## src/rtl/osc_ctrl_pkg.sv

```systemverilog
package osc_ctrl_pkg;

    typedef struct packed {
        logic       long_delay;   // bit 7
        logic [2:0] wake_adj;     // bits 6:4
        logic       lvr_off;      // bit 3
        logic       usb_precise;  // bit 2
        logic       clkout_off;   // bit 1
        logic       ext_en;       // bit 0
    } cfg_t;

    typedef enum logic [1:0] {
        ST_RUN    = 2'd0,
        ST_SUSP   = 2'd1,
        ST_SETTLE = 2'd2,
        ST_LVR    = 2'd3
    } seq_state_t;

    function automatic int unsigned max_of(input int unsigned a, input int unsigned b);
        return (a > b) ? a : b;
    endfunction

endpackage

```

## src/rtl/osc_cfg_reg.sv

```systemverilog
module osc_cfg_reg
    import osc_ctrl_pkg::*;
#(
    parameter logic [7:0] CFG_ADDR = 8'hF8
) (
    input  logic       clk,
    input  logic       rst,
    input  logic       wr_en,
    input  logic [7:0] wr_addr,
    input  logic [7:0] wr_data,
    output logic       cfg_wr,
    output cfg_t       wr_cfg,
    output cfg_t       cfg
);
    assign cfg_wr = wr_en && (wr_addr == CFG_ADDR);
    assign wr_cfg = cfg_t'(wr_data);

    always_ff @(posedge clk) begin
        if (rst) begin
            cfg <= '0;
        end else if (cfg_wr) begin
            cfg <= wr_cfg;
        end
    end
endmodule

```

## src/rtl/osc_settle_timer.sv

```systemverilog
module osc_settle_timer #(
    parameter int CW = 16
) (
    input  logic          clk,
    input  logic          rst,
    input  logic          load,
    input  logic [CW-1:0] load_val,
    output logic          zero
);
    logic [CW-1:0] cnt;

    always_ff @(posedge clk) begin
        if (rst) begin
            cnt <= '0;
        end else if (load) begin
            cnt <= load_val;
        end else if (cnt != '0) begin
            cnt <= cnt - 1'b1;
        end
    end

    assign zero = (cnt == '0);
endmodule

```

## src/rtl/osc_seq_fsm.sv

```systemverilog
module osc_seq_fsm
    import osc_ctrl_pkg::*;
#(
    parameter int CW            = 16,
    parameter int SHORT_EXT_CYC = 768,
    parameter int LONG_EXT_CYC  = 24000,
    parameter int INT_WAKE_CYC  = 48,
    parameter int START_CYC     = 3000
) (
    input  logic          clk,
    input  logic          rst,
    input  cfg_t          cfg,
    input  logic          cfg_wr,
    input  cfg_t          wr_cfg,
    input  logic          suspend_req,
    input  logic          wake_req,
    input  logic          lv_detect,
    input  logic          tmr_zero,
    output logic          tmr_load,
    output logic [CW-1:0] tmr_val,
    output seq_state_t    state,
    output logic          ext_sel,
    output logic          restart
);
    // Timer reload values: the timer expires after N cycles when loaded with N-1
    localparam logic [CW-1:0] L_SHORT = CW'(SHORT_EXT_CYC - 1);
    localparam logic [CW-1:0] L_LONG  = CW'(LONG_EXT_CYC - 1);
    localparam logic [CW-1:0] L_INT   = CW'(INT_WAKE_CYC - 1);
    localparam logic [CW-1:0] L_START = CW'(START_CYC - 1);

    seq_state_t nxt_state;
    logic       settle_ext, nxt_settle_ext;
    logic       nxt_ext_sel, nxt_restart;
    logic       lvr_trig, sw_trig, clr_ext;

    assign lvr_trig = lv_detect && !cfg.lvr_off;
    assign sw_trig  = cfg_wr && wr_cfg.ext_en && !cfg.ext_en;
    assign clr_ext  = cfg_wr && !wr_cfg.ext_en;

    always_comb begin
        nxt_state      = state;
        nxt_settle_ext = settle_ext;
        nxt_ext_sel    = clr_ext ? 1'b0 : ext_sel;
        nxt_restart    = 1'b0;
        tmr_load       = 1'b0;
        tmr_val        = L_START;
        unique case (state)
            ST_RUN: begin
                if (lvr_trig) begin
                    nxt_state = ST_LVR;
                    tmr_load  = 1'b1;
                end else if (suspend_req) begin
                    nxt_state = ST_SUSP;
                end else if (sw_trig) begin
                    nxt_state      = ST_SETTLE;
                    nxt_settle_ext = 1'b1;
                    tmr_load       = 1'b1;
                    tmr_val        = wr_cfg.long_delay ? L_LONG : L_SHORT;
                end
            end
            ST_SUSP: begin
                if (lvr_trig) begin
                    nxt_state = ST_LVR;
                    tmr_load  = 1'b1;
                end else if (wake_req) begin
                    nxt_state      = ST_SETTLE;
                    nxt_settle_ext = cfg.ext_en;
                    tmr_load       = 1'b1;
                    if (cfg.ext_en) tmr_val = cfg.long_delay ? L_LONG : L_SHORT;
                    else            tmr_val = L_INT;
                end
            end
            ST_SETTLE: begin
                if (lvr_trig) begin
                    nxt_state = ST_LVR;
                    tmr_load  = 1'b1;
                end else if (suspend_req) begin
                    nxt_state = ST_SUSP;
                end else if (settle_ext && clr_ext) begin
                    nxt_state = ST_RUN;
                end else if (tmr_zero) begin
                    nxt_state   = ST_RUN;
                    nxt_ext_sel = settle_ext;
                end
            end
            ST_LVR: begin
                if (tmr_zero) begin
                    nxt_state   = ST_RUN;
                    nxt_restart = 1'b1;
                end
            end
            default: nxt_state = ST_RUN;
        endcase
    end

    always_ff @(posedge clk) begin
        if (rst) begin
            state      <= ST_RUN;
            settle_ext <= 1'b0;
            ext_sel    <= 1'b0;
            restart    <= 1'b0;
        end else begin
            state      <= nxt_state;
            settle_ext <= nxt_settle_ext;
            ext_sel    <= nxt_ext_sel;
            restart    <= nxt_restart;
        end
    end
endmodule

```

## src/rtl/osc_resume_ctrl.sv

```systemverilog
module osc_resume_ctrl
    import osc_ctrl_pkg::*;
#(
    parameter logic [7:0]  CFG_ADDR      = 8'hF8,
    parameter logic [15:0] RESTART_VEC   = 16'h0000,
    parameter int          SHORT_EXT_CYC = 768,
    parameter int          LONG_EXT_CYC  = 24000,
    parameter int          INT_WAKE_CYC  = 48,
    parameter int          START_CYC     = 3000
) (
    input  logic        clk,
    input  logic        rst,
    input  logic        wr_en,
    input  logic [7:0]  wr_addr,
    input  logic [7:0]  wr_data,
    input  logic        suspend_req,
    input  logic        wake_req,
    input  logic        lv_detect,
    output logic [7:0]  rd_data,
    output logic        ext_clk_sel,
    output logic        cpu_clk_en,
    output logic        restart_pulse,
    output logic [15:0] restart_addr,
    output logic [2:0]  wake_period_sel,
    output logic        lvr_disable,
    output logic        usb_precise_en,
    output logic        clk_out_disable
);
    localparam int MAX_LEN = int'(max_of(max_of(SHORT_EXT_CYC, LONG_EXT_CYC),
                                         max_of(INT_WAKE_CYC, START_CYC)));
    localparam int CW = $clog2(MAX_LEN + 1);

    cfg_t          cfg, wr_cfg;
    logic          cfg_wr;
    logic          tmr_load, tmr_zero;
    logic [CW-1:0] tmr_val;
    seq_state_t    state;
    logic          restart;

    osc_cfg_reg #(.CFG_ADDR(CFG_ADDR)) u_cfg (
        .clk     (clk),
        .rst     (rst),
        .wr_en   (wr_en),
        .wr_addr (wr_addr),
        .wr_data (wr_data),
        .cfg_wr  (cfg_wr),
        .wr_cfg  (wr_cfg),
        .cfg     (cfg)
    );

    osc_settle_timer #(.CW(CW)) u_tmr (
        .clk      (clk),
        .rst      (rst),
        .load     (tmr_load),
        .load_val (tmr_val),
        .zero     (tmr_zero)
    );

    osc_seq_fsm #(
        .CW            (CW),
        .SHORT_EXT_CYC (SHORT_EXT_CYC),
        .LONG_EXT_CYC  (LONG_EXT_CYC),
        .INT_WAKE_CYC  (INT_WAKE_CYC),
        .START_CYC     (START_CYC)
    ) u_fsm (
        .clk         (clk),
        .rst         (rst),
        .cfg         (cfg),
        .cfg_wr      (cfg_wr),
        .wr_cfg      (wr_cfg),
        .suspend_req (suspend_req),
        .wake_req    (wake_req),
        .lv_detect   (lv_detect),
        .tmr_zero    (tmr_zero),
        .tmr_load    (tmr_load),
        .tmr_val     (tmr_val),
        .state       (state),
        .ext_sel     (ext_clk_sel),
        .restart     (restart)
    );

    assign rd_data         = cfg;
    assign cpu_clk_en      = (state == ST_RUN);
    assign restart_pulse   = restart;
    assign restart_addr    = restart ? RESTART_VEC : 16'h0000;
    assign wake_period_sel = cfg.wake_adj;
    assign lvr_disable     = cfg.lvr_off;
    assign usb_precise_en  = cfg.usb_precise;
    assign clk_out_disable = cfg.clkout_off;
endmodule

```

## config.mk

```make
export PLATFORM = sky130hd
export DESIGN_NAME = osc_resume_ctrl
export DESIGN_NICKNAME = d
export VERILOG_FILES = /design/src/rtl/osc_ctrl_pkg.sv /design/src/rtl/osc_cfg_reg.sv /design/src/rtl/osc_settle_timer.sv /design/src/rtl/osc_seq_fsm.sv /design/src/rtl/osc_resume_ctrl.sv
export SDC_FILE = /design/constraint.sdc
export NUM_CORES = 1
export LEC_CHECK = 0
export ABC_AREA = 0
export CAP_MARGIN = 20
export CORE_ASPECT_RATIO = 0.5
export CORE_MARGIN = 2
export CORE_UTILIZATION = 52
export DETAILED_ROUTE_END_ITERATION = 8
export MAX_ROUTING_LAYER = met4
export PLACE_DENSITY = 0.86
export SYNTH_ARGS = -nofsm -noshare
export SYNTH_HDL_FRONTEND = slang
export SYNTH_HIERARCHICAL = 1
export SYNTH_SLANG_ARGS = --single-unit
export TNS_END_PERCENT = 1
```

## constraint.sdc

```tcl
create_clock -name clk -period 4.8 [get_ports clk]
set_input_delay 1.2 -clock clk [delete_from_list [all_inputs] [get_ports clk]]
set_output_delay 1.2 -clock clk [all_outputs]
set_load 0.03 [all_outputs]
```

Yosys cells after proc, flatten, opt, wreduce, memory -nomap -nowiden

Cells that the tools add are included.

Bits in registers: 28
Input bits: 22
Output and inout bits: 33
Word-level logic and storage cells: 82

Add/sub/neg operators: 1
Eq/ne operators: 11
Multiplexer cells: 41
Bitwise operators: 1
Reduce and logical (&&, ||, !) cells: 17

Operators by type and width:

| kind                                                  | number |
|---|---|
| 2-to-1 mux 15 bit                                     | 10 |
| one-hot mux 15 bit (2 select lines)                   | 1 |
| 2-to-1 mux 1 bit                                      | 18 |
| 2-to-1 mux 2 bit                                      | 9 |
| zero test 15 bit                                      | 1 |
| nonzero test 15 bit                                   | 1 |
| subtractor 15 x 1 -> 15 bit, second input constant    | 1 |
| == test 8 bit, second input constant                  | 1 |
| inequality test 2 bit, second input constant          | 4 |
| one-hot mux 2 bit (4 select lines)                    | 1 |
| logical AND 1 bit                                     | 6 |
| AND reduction 6 bit                                   | 1 |
| == test 2 bit, second input constant                  | 2 |
| inequality test 4 x 2 -> 1 bit, second input constant | 1 |
| nonzero test 2 bit                                    | 2 |
| zero test 1 bit                                       | 3 |
| inequality test 3 x 2 -> 1 bit, second input constant | 1 |
| one-hot mux 1 bit (3 select lines)                    | 1 |
| == test 2 x 1 -> 1 bit, second input constant         | 1 |
| zero test 2 bit                                       | 1 |
| inequality test 2 x 1 -> 1 bit, second input constant | 1 |
| one-hot mux 1 bit (2 select lines)                    | 1 |
| AND reduction 2 bit                                   | 1 |
| OR reduction 2 bit                                    | 1 |
| inverter 1 bit                                        | 1 |

Longest topological paths before layout

Depth in word-level cells: 9
Mapped depth: 12
Gate-level depth less buffers: 9

By module

The synthesis kept the hierarchy.

Modules (own cells, without submodules):

| module           | times used | cells each | area an instance (um^2) |
|---|---|---|---|
| osc_settle_timer | 1          | 102        | 898.4 |
| osc_cfg_reg      | 1          | 45         | 441.7 |
| osc_seq_fsm      | 1          | 58         | 439.2 |
| osc_resume_ctrl  | 1          | 24         | 172.7 |

Least setup slack after synthesis

Ideal clock, no wire load.

Path kind: in2reg
Start: in wr_addr[1]
End: reg u_tmr.cnt[4]
Setup time: 67 ps
Data arrival time: 3092 ps
Slack: 1641 ps
Stages: 12
Buffers on the path: 3
Path through: nor3b_1 -> and4bb_1 -> buf_6 -> and4bb_1 -> a21oi_1 -> o22ai_1 -> clkbuf_1 -> inv_1 -> nor2_1 -> clkbuf_1 -> nand2_1 -> o21ai_2

Word-level cells in the longest chain between the ends: 9
Elaborated cells on any way between the ends: 14

Ends and longest elaborated chain:

| item                                                    | RTL line               | source |
|---|---|---|
| start, declared                                         | osc_resume_ctrl.sv:14  | `input logic [7:0] wr_addr,` |
| == test 8 bit *                                         | osc_cfg_reg.sv:15      | `assign cfg_wr = wr_en && (wr_addr == CFG_ADDR);` |
| logical AND 1 bit *                                     | osc_cfg_reg.sv:15      |  |
| net cfg_wr                                              | osc_resume_ctrl.sv:34  | `logic cfg_wr;` |
| logical AND 1 bit * (2 in a row)                        | osc_seq_fsm.sv:37      | `assign sw_trig = cfg_wr && wr_cfg.ext_en && !cfg.ext_en;` |
| 2-to-1 mux 1 bit *                                      | osc_seq_fsm.sv:54      | `end else if (sw_trig) begin` |
| 2-to-1 mux 1 bit *                                      | osc_seq_fsm.sv:52      | `end else if (suspend_req) begin` |
| 2-to-1 mux 1 bit *                                      | osc_seq_fsm.sv:49      | `if (lvr_trig) begin` |
| one-hot mux 1 bit (3 select lines) *                    | osc_seq_fsm.sv:47      | `unique case (state)` |
| net tmr_load                                            | osc_resume_ctrl.sv:35  | `logic tmr_load, tmr_zero;` |
| 2-to-1 mux 15 bit or nonzero test 2 bit (tied branches) | n/a                    |  |
| end signal, assigned                                    | osc_settle_timer.sv:16 | `cnt <= load_val;` |
| end signal, assigned                                    | osc_settle_timer.sv:18 | `cnt <= cnt - 1'b1;` |
| end, declared                                           | osc_settle_timer.sv:10 | `logic [CW-1:0] cnt;` |

The timed path passes the listed nets; every way through them passes the cells marked *.
A chain may end at the register's enable or synchronous reset.

Worst setup path after layout

Start: in wr_addr[4]
End: reg u_tmr.cnt[4]

The elaborated chain is that of the path after synthesis.

==> key figures <==
CTS
  • CTS Buffer Depth: 2
  • Total CTS buffers: 3
  • Clock-pin slew on the worst setup and hold paths: 100 ps
  • H-tree depth: 1
  • CTS Sinks: 28
  • Skew-Pair Late Insertion Delay: 280 ps
  • Post-CTS setup buffers: 0
  • Post-CTS sizing: 0
  • Root buffer selected by CTS: clkbuf_8
  • Cts hold-fix bufs: 0
  • CTS tree: done

Detailed routing
  • DR pass1 iterations: 4
  • Final WL: 3750 microns
  • Routed length per instance: around 13 microns
  • Vias per inst: 5.12
  • Vias: between 1,500 and 2,000
  • Initial DRC count: 69
  • Drt drc: 0
  • Final ANT Viol Nets: 0

Final layout
  • Area Overhead vs Synth: 14.1%
  • Nets: 269
  • Share of layout cells above drive strength 1: 10.6%
  • Fill count: 315
  • Post-route cell area: 2180 sq um
  • Inserted Diodes: 0

Floorplanning
  • Core area: 3470 sq um
  • Initial Util: 54.9%
  • Die height: 46.8 microns
  • Die X: 89.6 microns
  • # rows: 15
  • Die Footprint: roughly 4200 sq um
  • I/O pin cnt: 55

Place
  • IO buf count: 38
  • Post-DP HPWL: 2820 microns
  • Cell area after placement: around 2100 sq um
  • Placer Congestion: 0.866

Setup path
  • Worst setup path end: u_tmr/cnt[4]
  • Max stage delay on crit path: around 520 ps
  • R2R cell count: 7
  • Setup slack, reg-to-reg: 2510 ps
  • Max stage delay cell, worst path: nor2_1
  • CP Depth: 12
  • Critical path startpoint: wr_addr[4]
  • Crit start category: input pin
  • Crit Reg-Reg Endpoint: u_fsm/ext_sel
  • Crit path kind: input pin to flop
  • CP Max Fanout: 11
  • Critical path's top delay family: simple AND/OR/NAND/NOR gates
  • Bufs and invs on worst path: 4
  • Critical Path RT: 5020 ps
  • Critical Path End Type: flop
  • Worst Path Arrival: 3780 ps
  • R2r startpoint: u_tmr/cnt[0]
  • CP cell instances: clkdlybuf4s50_1, nor3b_1, and4bb_1, buf_4, and4bb_1, a21oi_1, o22ai_1, buf_4, inv_1, nor2_1, nand2_1, o21ai_2

STA
  • Fin. Hold Viols: 0
  • Final min period: roughly 3600 ps
  • Setup TNS: 0 ps
  • Fmax: 281 MHz
  • Post-route clock skew: 4.68 ps
  • Rel. slew slack: 50.5%
  • Fin crit share: 74.1%
  • RSZ-0062 raised after global routing: false
  • Final setup violation count: 0
  • Max-slew violations: 0
  • Worst-margin pin slew: 741 ps

Hold path
  • Worst min path class: flop to flop

Synthesis
  • Synth Area per Inst: about 8.6 sq um
  • Synth warn: 6
  • Mapped cell area: ~1900 sq um
  • Mapped Cells: 223

Global route
  • Vias in the first global route: 1,359
  • GRT overflow: 0
  • Global-route wire length before repair: roughly 6000 microns
  • Initial antenna violation count: 0
  • Largest net degree at the start of global routing: 28
  • Gr usage total: ~19%

Pwr
  • Power Dens Cells: approximately 280 nW/um^2
  • Leak Pwr: 0.804 nW
  • Peak supply drop: 0.111 mV
  • Final Power: 0.604 mW

Run status
  • Status: finished clean

Flow run
  • Max Cap Viol: 0
==> layer usage <==
layer  vias up  global-route usage, %  part of all wire (%)  wire, microns
met1       697                   24.0                    45           1670
met5         -                      -                     0              0
li1        764                      -                     -              -
met4         0                   4.18                  0.40             15
met3         3                   3.51                   4.9            185
met2        51                   33.8                    50           1880
==> cell type report <==
class / count / area [sq um] / area share, %
inverters: 10 / 37.5 / 1.73
well taps: 51 / 63.8 / 2.93
flip-flops and latches: 28 / 561 / 25.8
repair buffers: 40 / 395 / 18.2
clock buffers: 4 / 55.1 / 2.53
multi-input cells: 163 / 1060 / 48.9
==> power by group <==
group          switching (mW)  internal [mW]
registers              0.0251          0.249
clock network          0.0777         0.0737
logic                   0.102         0.0770
total                   0.205          0.400
==> metrics by stage <==
stage / setup WS, ps / std cells / utilization, % / hold WS (ps)
4_1_cts: 1260 / 296 / 62.7 / 499
6_report: 1240 / 296 / 62.7 / 496
3_5_place_dp: 966 / 292 / 61.1 / 482
5_1_grt: 1080 / 296 / 62.7 / 518
3_3_place_gp: 1060 / 292 / 61.1 / 475
2_1_floorplan: 1640 / 241 / - / 445
==> placed cells by master, fill, tap and decap left out, types with 2 or more instances in the layout <==
master	count
a41oi_1	2
o21ai_1	2
nor3b_1	2
or4_1	2
or3_4	2
nor2_1	8
nor3_1	9
xor2_1	3
buf_4	2
dfxtp_1	28
clkdlybuf4s50_1	38
nand2b_1	19
a2bb2oi_1	2
o21ai_2	10
clkbuf_8	4
nand3_1	3
nor4_2	2
o21ai_0	2
nand4_1	3
mux2i_1	9
xnor2_1	9
nor4_1	3
a21oi_1	5
and4bb_1	3
inv_1	10
nand2_1	23
conb_1	21
o22ai_1	3
==> worst register-to-register path, cell delays in order, from the launching register on <==
cell and delay, ps:
dfxtp_1 360, inv_1 100, ha_1 230, or4b_1 550
nor4_4 400, and2_1 220, nand4_1 130, a221oi_2 230
==> how the worst min path moves through the flow <==
| stage | start | end | depth (start not counted) | slack [ps] |
|---|---|---|---|---|
| after floorplan | u_fsm/settle_ext | u_fsm/settle_ext | 2 | 440 |
| after global placement | u_cfg/cfg[5] | u_cfg/cfg[5] | 2 | 480 |
| after detailed placement | u_cfg/cfg[4] | u_cfg/cfg[4] | 2 | 480 |
| after CTS | u_cfg/cfg[4] | u_cfg/cfg[4] | 2 | 500 |
| after global routing | u_fsm/settle_ext | u_fsm/settle_ext | 2 | 520 |
| final | u_cfg/cfg[4] | u_cfg/cfg[4] | 2 | 500 |
==> registers in the layout, indices dropped and copies added (netlist names) <==
name	cells
u_fsm/settle_ext	1
u_fsm/ext_sel	1
u_tmr/cnt	15
u_cfg/cfg	8
u_fsm/state	2
u_fsm/restart	1
Note: power is estimated with default switching activity, not from simulation.
